--- src/rtl/asl_pkg.sv ---
package asl_pkg;
    localparam int ASL_DW  = 32;
    localparam int BYTE_W  = 8;
    localparam int WORD_W  = 16;

    typedef enum logic [1:0] {
        SZ_BYTE  = 2'b00,
        SZ_WORD  = 2'b01,
        SZ_DWORD = 2'b10,
        SZ_DWALT = 2'b11
    } size_e;

    typedef enum logic [1:0] {
        ST_IDLE   = 2'b00,
        ST_SHIFT  = 2'b01,
        ST_FINISH = 2'b10
    } state_e;

    function automatic int unsigned top_idx(size_e s);
        unique case (s)
            SZ_BYTE: top_idx = BYTE_W - 1;
            SZ_WORD: top_idx = WORD_W - 1;
            default: top_idx = ASL_DW - 1;
        endcase
    endfunction

    function automatic logic [ASL_DW-1:0] width_mask(size_e s);
        unique case (s)
            SZ_BYTE: width_mask = ASL_DW'({BYTE_W{1'b1}});
            SZ_WORD: width_mask = ASL_DW'({WORD_W{1'b1}});
            default: width_mask = {ASL_DW{1'b1}};
        endcase
    endfunction
endpackage

--- src/rtl/asl_count_sel.sv ---
module asl_count_sel #(
    parameter int CNT_W = 5,
    parameter int REG_W = 32
) (
    input  logic             from_reg,
    input  logic [CNT_W-1:0] imm_cnt,
    input  logic [REG_W-1:0] reg_cnt,
    output logic [CNT_W-1:0] amount
);
    logic unused_reg_hi;
    assign unused_reg_hi = ^reg_cnt[REG_W-1:CNT_W];

    assign amount = from_reg ? reg_cnt[CNT_W-1:0] : imm_cnt;
endmodule

--- src/rtl/asl_step.sv ---
module asl_step
    import asl_pkg::*;
(
    input  logic [ASL_DW-1:0] cur_val,
    input  size_e             width,
    output logic [ASL_DW-1:0] next_val,
    output logic              out_bit,
    output logic              sign_flip
);
    int unsigned top;

    always_comb begin
        top       = top_idx(width);
        out_bit   = cur_val[top];
        sign_flip = cur_val[top] ^ cur_val[top-1];
        next_val  = {cur_val[ASL_DW-2:0], 1'b0} & width_mask(width);
    end
endmodule

--- src/rtl/asl_flags.sv ---
module asl_flags
    import asl_pkg::*;
(
    input  logic [ASL_DW-1:0] value,
    input  size_e             width,
    output logic              neg,
    output logic              zero
);
    always_comb begin
        neg  = value[top_idx(width)];
        zero = ((value & width_mask(width)) == '0);
    end
endmodule

--- src/rtl/asl_iter_unit.sv ---
module asl_iter_unit
    import asl_pkg::*;
#(
    parameter int CNT_W = 5,
    parameter int REG_W = 32
) (
    input  logic              clk,
    input  logic              rst_n,
    input  logic              start,
    input  logic [ASL_DW-1:0] operand,
    input  logic [1:0]        size_sel,
    input  logic              cnt_from_reg,
    input  logic [CNT_W-1:0]  cnt_imm,
    input  logic [REG_W-1:0]  cnt_reg,
    output logic [ASL_DW-1:0] result,
    output logic              done,
    output logic              busy,
    output logic              flag_c,
    output logic              flag_v,
    output logic              flag_n,
    output logic              flag_z
);
    state_e            st_q, st_d;
    logic [CNT_W-1:0]  cnt_q, cnt_sel;
    logic [ASL_DW-1:0] work_q, op_masked, step_next;
    size_e             size_q, size_in;
    logic              v_run_q;
    logic [ASL_DW-1:0] res_q;
    logic              c_q, v_q, n_q, z_q;
    logic              step_out, step_flip;
    logic [ASL_DW-1:0] flg_src;
    size_e             flg_size;
    logic              flg_n, flg_z;
    logic              accept, last_step;

    assign size_in   = size_e'(size_sel);
    assign op_masked = operand & width_mask(size_in);
    assign accept    = (st_q == ST_IDLE) && start;
    assign last_step = (st_q == ST_SHIFT) && (cnt_q == CNT_W'(1));

    asl_count_sel #(.CNT_W(CNT_W), .REG_W(REG_W)) u_cnt (
        .from_reg (cnt_from_reg),
        .imm_cnt  (cnt_imm),
        .reg_cnt  (cnt_reg),
        .amount   (cnt_sel)
    );

    asl_step u_step (
        .cur_val   (work_q),
        .width     (size_q),
        .next_val  (step_next),
        .out_bit   (step_out),
        .sign_flip (step_flip)
    );

    always_comb begin
        if (st_q == ST_IDLE) begin
            flg_src  = op_masked;
            flg_size = size_in;
        end else begin
            flg_src  = step_next;
            flg_size = size_q;
        end
    end

    asl_flags u_flags (
        .value (flg_src),
        .width (flg_size),
        .neg   (flg_n),
        .zero  (flg_z)
    );

    // next-state logic
    always_comb begin
        st_d = st_q;
        unique case (st_q)
            ST_IDLE:   if (start) st_d = (cnt_sel == '0) ? ST_FINISH : ST_SHIFT;
            ST_SHIFT:  if (last_step) st_d = ST_FINISH;
            ST_FINISH: st_d = ST_IDLE;
            default:   st_d = ST_IDLE;
        endcase
    end

    // state register
    always_ff @(posedge clk or negedge rst_n) begin
        if (!rst_n) st_q <= ST_IDLE;
        else        st_q <= st_d;
    end

    // datapath and output registers
    always_ff @(posedge clk or negedge rst_n) begin
        if (!rst_n) begin
            cnt_q   <= '0;
            work_q  <= '0;
            size_q  <= SZ_BYTE;
            v_run_q <= 1'b0;
            res_q   <= '0;
            c_q     <= 1'b0;
            v_q     <= 1'b0;
            n_q     <= 1'b0;
            z_q     <= 1'b0;
        end else begin
            unique case (st_q)
                ST_IDLE: begin
                    if (accept) begin
                        work_q  <= op_masked;
                        size_q  <= size_in;
                        cnt_q   <= cnt_sel;
                        v_run_q <= 1'b0;
                        if (cnt_sel == '0) begin
                            res_q <= op_masked;
                            v_q   <= 1'b0;
                            n_q   <= flg_n;
                            z_q   <= flg_z;
                        end
                    end
                end
                ST_SHIFT: begin
                    work_q  <= step_next;
                    cnt_q   <= cnt_q - 1'b1;
                    v_run_q <= v_run_q | step_flip;
                    if (last_step) begin
                        res_q <= step_next;
                        c_q   <= step_out;
                        v_q   <= v_run_q | step_flip;
                        n_q   <= flg_n;
                        z_q   <= flg_z;
                    end
                end
                default: ;
            endcase
        end
    end

    assign result = res_q;
    assign done   = (st_q == ST_FINISH);
    assign busy   = (st_q != ST_IDLE);
    assign flag_c = c_q;
    assign flag_v = v_q;
    assign flag_n = n_q;
    assign flag_z = z_q;

    assert_done_pulse_R9: assert property (@(posedge clk) disable iff (!rst_n)
        done |=> !done);

    assert_one_step_per_clock_R9: assert property (@(posedge clk) disable iff (!rst_n)
        (st_q == ST_SHIFT && cnt_q > CNT_W'(1)) |=> (st_q == ST_SHIFT && cnt_q == $past(cnt_q) - 1'b1));

    assert_v_sticky_R6: assert property (@(posedge clk) disable iff (!rst_n)
        (st_q == ST_SHIFT && v_run_q) |=> v_run_q);

    assert_byte_upper_zero_R5: assert property (@(posedge clk) disable iff (!rst_n)
        (done && size_q == SZ_BYTE) |-> (result[ASL_DW-1:BYTE_W] == '0));

    assert_start_ignored_R10: assert property (@(posedge clk) disable iff (!rst_n)
        (busy && start) |=> $stable(size_q));

    assert_zero_count_R3: assert property (@(posedge clk) disable iff (!rst_n)
        (accept && cnt_sel == '0) |=> (done && $stable(flag_c) && !flag_v));
endmodule

--- config.mk ---
export PLATFORM = sky130hd
export DESIGN_NAME = asl_iter_unit
export DESIGN_NICKNAME = d
export VERILOG_FILES = /design/src/rtl/asl_pkg.sv /design/src/rtl/asl_count_sel.sv /design/src/rtl/asl_step.sv /design/src/rtl/asl_flags.sv /design/src/rtl/asl_iter_unit.sv
export SDC_FILE = /design/constraint.sdc
export NUM_CORES = 1
export LEC_CHECK = 0
export ABC_AREA = 1
export BUFFER_PORTS_ARGS = -buffer_cell sky130_fd_sc_hd__buf_2
export CAP_MARGIN = 20
export CORE_MARGIN = 4
export CORE_UTILIZATION = 45
export CTS_CLUSTER_SIZE = 10
export DETAILED_ROUTE_END_ITERATION = 8
export GPL_ROUTABILITY_DRIVEN = 0
export GPL_TIMING_DRIVEN = 0
export HOLD_SLACK_MARGIN = 0.02
export PLACE_DENSITY_LB_ADDON = 0.15
export SLEW_MARGIN = 10
export SYNTH_ARGS = -nofsm -noshare
export SYNTH_HDL_FRONTEND = slang
export SYNTH_HIERARCHICAL = 1
export SYNTH_SLANG_ARGS = --single-unit
--- constraint.sdc ---
create_clock -name clk -period 2.14 [get_ports clk]
set_input_delay 0 -clock clk [delete_from_list [all_inputs] [get_ports clk]]
set_output_delay 0 -clock clk [all_outputs]
set_load 0.05 [all_outputs]
Word-level counts from Yosys, hierarchy flattened --
Cells that the tools add are included.
Cells by class: bitwise logic cells 5, $add $sub $neg 2, multiplexer cells 40, reduce and logical (&&, ||, !) cells 15, equal/unequal tests 10, order comparisons 3
Operator list (count):
- case mux 32 bit (2 select lines) | 5
- two-way mux 32 bit | 5
- bitwise AND 32 bit | 3
- logical NOT 32 bit | 1
- less-than comparator 32 x 6 -> 1 bit (second input constant) | 1
- case mux 5 bit (2 select lines) | 3
- binary-select mux 1 bit (select 5 bit) | 3
- two-way mux 1 bit | 13
- less-than comparator 5 x 6 -> 1 bit (second input constant) | 2
- two-way mux 5 bit | 2
- == test 2 x 1 -> 1 bit (second input constant) | 4
- logical NOT 2 bit | 4
- two-way mux 2 bit | 4
- case mux 1 bit (2 select lines) | 4
- AND reduction 2 bit | 4
- != test 2 bit (second input constant) | 3
- subtractor 5 x 1 -> 6 bit (second input constant) | 1
- == test 5 x 1 -> 1 bit (second input constant) | 1
- logical NOT 5 bit | 1
- subtractor 5 x 1 -> 5 bit (second input constant) | 1
- case mux 2 bit (2 select lines) | 1
- AND reduction 4 bit | 1
- nonzero test 2 bit | 2
- == test 2 bit (second input constant) | 1
- 4 further kinds | 5
Storage, ports and cells: output and inout port bits 38, bits in registers 78, word-level logic and storage cells 85

Longest topological paths before layout --
word-level depth 9, gate-level depth with buffers 14, gate-level depth less buffers 13

Modules after synthesis --
Netlist, hierarchy kept.
Modules (own cells, without submodules):
- asl_iter_unit | area an instance 4192.8 um2, cells an instance 591, instances 1, sequential area each 1951.9 um2
- asl_step | area an instance 364.1 um2, cells an instance 82, instances 1, sequential area each 0.0 um2
- asl_flags | area an instance 188.9 um2, cells an instance 39, instances 1, sequential area each 0.0 um2
- asl_count_sel | area an instance 60.1 um2, cells an instance 16, instances 1, sequential area each 0.0 um2

Worst setup path after synthesis --
OpenSTA, ideal clock, no wires.
path type register to register, start point register st_q[0], end point register z_q, in the netlist flag_z, data required time 2021 ps, setup slack 247 ps, cell stages (with the launch flop) 14, arrival 1774 ps, library setup time 119 ps, path through dfrtp_1 nor2_2 inv_1 buf_2 o21ai_0 clkinv_4 nand2_4 nand2_2 nand2_1 nor2_1 nand2_1 nor2_1 nand3_1 nand2_1
On the way: longest elaborated chain between the ends 9, elaborated cells between the ends (all ways) 20
Ends and longest elaborated chain:
- from (decl) | line asl_iter_unit.sv:23 | state_e st_q, st_d;
- from (signal assigned) | line asl_iter_unit.sv:87 | else st_q <= st_d;
- logical NOT 2 bit * | line asl_iter_unit.sv:57 | if (st_q == ST_IDLE) begin
- two-way mux 2 bit * | line asl_iter_unit.sv:57
- via flg_size[0] | line asl_iter_unit.sv:32 | size_e flg_size;
- == test 2 x 1 -> 1 bit / logical NOT 2 bit (equally long branches) | line asl_pkg.sv:28 | unique case (s)
- case mux 32 bit (2 select lines) * | line asl_pkg.sv:28
- bitwise AND 32 bit * | line asl_flags.sv:11 | zero = ((value & width_mask(width)) == '0);
- logical NOT 32 bit * | line asl_flags.sv:11
- via flg_z | line asl_iter_unit.sv:33 | logic flg_n, flg_z;
- two-way mux 1 bit | line asl_iter_unit.sv:110 | if (cnt_sel == '0) begin
- two-way mux 1 bit | line asl_iter_unit.sv:105 | if (accept) begin
- case mux 1 bit (2 select lines) * | line asl_iter_unit.sv:103 | unique case (st_q)
- to (signal assigned) | line asl_iter_unit.sv:114 | z_q <= flg_z;
- to (signal assigned) | line asl_iter_unit.sv:127 | z_q <= flg_z;
- to (decl) | line asl_iter_unit.sv:29 | logic c_q, v_q, n_q, z_q;
Mark *: on every way through the listed nets, which the timed path passes. The rest lies on a longest branch. The select of a mux whose other input is x is not followed. A chain may end at the register's enable or synchronous reset.

Worst setup path in the final report --
start point register st_q[1], end point register z_q, in the netlist flag_z
On the way: elaborated cells between the ends (all ways) 20
RTL lines:
- logical NOT 2 bit * | line asl_iter_unit.sv:57
- two-way mux 32 bit * | line asl_iter_unit.sv:57
- via flg_src[31] | line asl_iter_unit.sv:31 | logic [ASL_DW-1:0] flg_src;
- bitwise AND 32 bit * | line asl_flags.sv:11
- logical NOT 32 bit * | line asl_flags.sv:11
- via flg_z | line asl_iter_unit.sv:33
- two-way mux 1 bit | line asl_iter_unit.sv:110
- two-way mux 1 bit | line asl_iter_unit.sv:105
- case mux 1 bit (2 select lines) * | line asl_iter_unit.sv:103
Marks and branches as above.

==> metrics.md <==
| Metric | Value |
|---|---|
| Compound-Gate Fraction of Synth Area | a little under 8% |
| Number of enable-type register cells in the synthesized netlist | 0 |
| Global routing usage on met1 | roughly 30% |
| Area growth from synthesis to layout | 17.9% |
| GRT met2 Usage | about a third |
| Number of diodes | 0 |
| Share of the yosys chip area belonging to registers | between 40% and 50% |
| Pin count of the biggest net entering global routing | 57 |
| Vias post-DR | 4787 |
| Vertical extent of the die | between 100 and 150 um |
| Residual overflow from global routing | 0 |
| Minimum clock period after layout | ~2 ns |
| Post-Layout Inst Area | 5670 um^2 |
| Number of detailed-routing iterations run before antenna repair | 6 |
| Drt wl/cell | around 14 um |
| Number of hold-slack violations in the final timing report | 0 |
| Clock root buffer master | clkbuf_8 |
| Clock sink count | between 70 and 80 |
| Maximum ir drop on the vdd rail | slightly below 0.0007 V |
| Number of fillers in the final layout | about 1000 |
| Largest area contributor in the netlist | dfrtp_1 |
| First-pass GRT wire length | roughly 22000 um |
| Critical-path maximum fanout | 10 |
| Count of endpoints failing setup in the final report | 0 |
| LEAKAGE | between 0.003 and 0.004 uW |
| Commonest register cell after synthesis | dfrtp_1 |
| Max clock buf depth | 2 |
| Adder-Cell Fraction of Synth Area | less than 1% |
| I/O pins | between 100 and 150 |
| Status | finished clean |
| Share of the synthesized netlist area taken by xor and xnor gates | 0% |
| Multiplexer fraction of the synthesized cell area | 0% |
| Horiz. Die Dim | around 110 um |
| TNS Setup | 0 ns |
| Worst Path Required | ~2.4 ns |
| Top post-synthesis cells by area | dfrtp_1 (41%), nand2_1 (26%), inv_1 (6.4%) |
| Placed wire-length estimate | a little over 10000 um |
| Vias in the first global route | around 4500 |
| # Post-CTS Setup Buffers | 0 |
| Final-report max-slew violation count | 0 |
| Mapped Area | 4810 um^2 |
| Starting density of the core | 46.3% |
| Layout net count | 905 |
| Initial antenna violation count | 0 |
| Met3 track utilization from global routing | under 10% |
| Pwr dens | around 1600 nW/um^2 |
| Antenna violation net count after detailed routing | 0 |
| Number of distinct library cells after synthesis | 27 |
| Core ar. | 10400 um^2 |
| Achievable frequency | approximately 0.51 GHz |
| Asr flop ratio synth | 100% |
| Total routing usage reported by global routing | approximately a fifth |
| CTS H-tree lvls | 3 |
| Synth Instances | 728 |
| Final worst-path cycle share | just over 90% |
| Max-capacitance violation count | 0 |
| Clock tree from TritonCTS | built |
| Placement Cell Area | 5430 um^2 |
| Area share of the largest cell type after synthesis | a little over 40% |
| Share of cells above drive strength 1 | between 10% and 20% |
| Kind of start point of the critical path | flop |
| Die outline area | between 10000 and 15000 um^2 |
| Total of buffers placed on input and output ports | 84 |
| Number of CTS-inserted buffers | 9 |
| Final routed DRC violation total | 0 |
| Clock slew seen by the registers of the worst setup and hold paths | 0.08 ns |
| Total Routed Length | 13100 um |
| #FFs+latches synth | ~80 |
| Count of standard-cell rows | 37 |
| Number of vias per cell after detailed routing | about 4.9 |
| Synthesized net count | 805 |
| Largest clock skew in the final design | 0.0125 ns |
| Count leader, synth | nand2_1 |
| Number of synthesis warnings | 6 |
| Basic-gate share of the synthesized area counting and, or, nand and nor cells | a little under two fifths |
| First DRT Iteration DRCs | between 400 and 500 |
| Combinational family with the most area after synthesis | simple AND/OR/NAND/NOR gates |
| Insertion delay to the later sink of the worst-skew pair | 0.35 ns |
| Average cell area after synthesis | 6.60 um^2 |
| Final design utilization | 54.6% |
| Commonest cells in the netlist | nand2_1 (335), inv_1 (82), dfrtp_1 (78), nand3_1 (61), o21ai_0 (46) |
| Class of the most critical hold timing path | in -> reg |
| Worst Path Arrival | 2.26 ns |
| Worst Setup Path Type | reg -> reg |
| Type of element capturing the critical path | flop |
| Most congested layer reported by global routing | met2 |
==> sequential cells by signal (all words and copies together) (netlist names) <==
register / count
flag_z: 1
result: 32
flag_v: 1
v_run_q: 1
work_q: 32
flag_n: 1
cnt_q: 5
size_q: 2
st_q: 2
flag_c: 1
==> worst max-delay path: stages (launching register included) <==
cell and delay, ns:
dfrtp_1 0.46, nor2_4 0.18, clkbuf_4 0.22, clkbuf_4 0.22, o21ai_0 0.15, o21ai_1 0.16, nand2_1 0.07, nor2_1 0.10
nand2_1 0.08, nor2_1 0.11, nand3_1 0.08, nand2_1 0.08
==> kinds of logic after synthesis <==
kind of cell | Yosys count
compound gates | 73
fa+ha+maj | 2
buf+inv | 133
flops | 78
other cells | 1
simple gates | 441
==> stage by stage <==
step	hold slack (ns)	worst slack [ns]	power, uW	instances
final	0.0289	0.180	9110	968
after global routing	0.0425	-0.00480	9840	968
after CTS	0.0248	0.0370	9080	968
after detailed placement	-0.0697	0.0399	7970	949
after global placement	0.330	0.0779	7830	948
after floorplan	-0.296	0.247	6540	728
==> cell usage in the layout (no fill, tap or decap) <==
master / instances
clkinvlp_4: 1
nand3b_1: 1
a21o_1: 1
dlygate4sd3_1: 4
o21ai_1: 21
o211ai_1: 2
inv_1: 82
nand4_1: 1
nor2_4: 3
clkbuf_1: 5
conb_1: 1
nand3_1: 61
clkinv_4: 2
nand2_2: 5
clkbuf_4: 2
buf_2: 97
dfrtp_1: 77
nand2_1: 335
clkbuf_2: 1
or2_0: 1
clkinv_2: 1
a21oi_1: 3
ha_1: 2
nand2_4: 4
o21ai_0: 46
buf_16: 1
nand3_2: 1
buf_6: 7
clkbuf_8: 9
inv_2: 4
inv_6: 2
dfrtp_2: 1
bufinv_16: 1
nor2_1: 29
buf_4: 18
==> layout make-up <==
cell class	count	area (um^2)	area share (%)
Clock inverter	5	60.1	1.06
Inverter	88	340	6.01
Buffer	45	312	5.50
Tap cell	136	170	3.00
Timing Repair Buffer	89	490	8.66
Sequential cell	78	1950	34.5
Multi-Input combinational cell	517	2210	39.1
Clock buffer	10	128	2.25
==> final timing paths <==
kind                       cells past startpoint  slack [ns]              startpoint                endpoint
max                                           11        0.18     st_q[1]$_DFFE_PN0P_      flag_z$_DFFE_PN0P_
min                                            3        0.03                   start   size_q[1]$_DFFE_PN0P_
max reg2reg                                   11        0.18     st_q[1]$_DFFE_PN0P_      flag_z$_DFFE_PN0P_
min reg2reg                                    2        0.47  result[19]$_DFFE_PN0P_  result[19]$_DFFE_PN0P_
max in group asynchronous                      3        1.48                   rst_n   work_q[3]$_DFFE_PN0P_
min in group asynchronous                      2        0.09                   rst_n  result[24]$_DFFE_PN0P_
==> what timing repair did <==
action	CTS	global route
endpoints found under the setup margin	0	1
hold buffers	4	0
resized for setup	0	6
hold endpoints to repair	80	0
==> report_power, final <==
| group | internal [uW] | leakage, uW | switching, uW |
|---|---|---|---|
| logic | 1610 | 0.00229 | 3930 |
| registers | 2080 | 0.00101 | 386 |
| clock network | 537 | 0.0000927 | 557 |
| total | 4230 | 0.00339 | 4880 |
==> routing by layer <==
metal	vias to the layer above	share of wire, %
met5	-	0
met4	0	1.6
met2	165	46
li1	2411	-
met3	18	5.8
met1	2193	47
No activity file was read; power rests on OpenSTA's default activity.
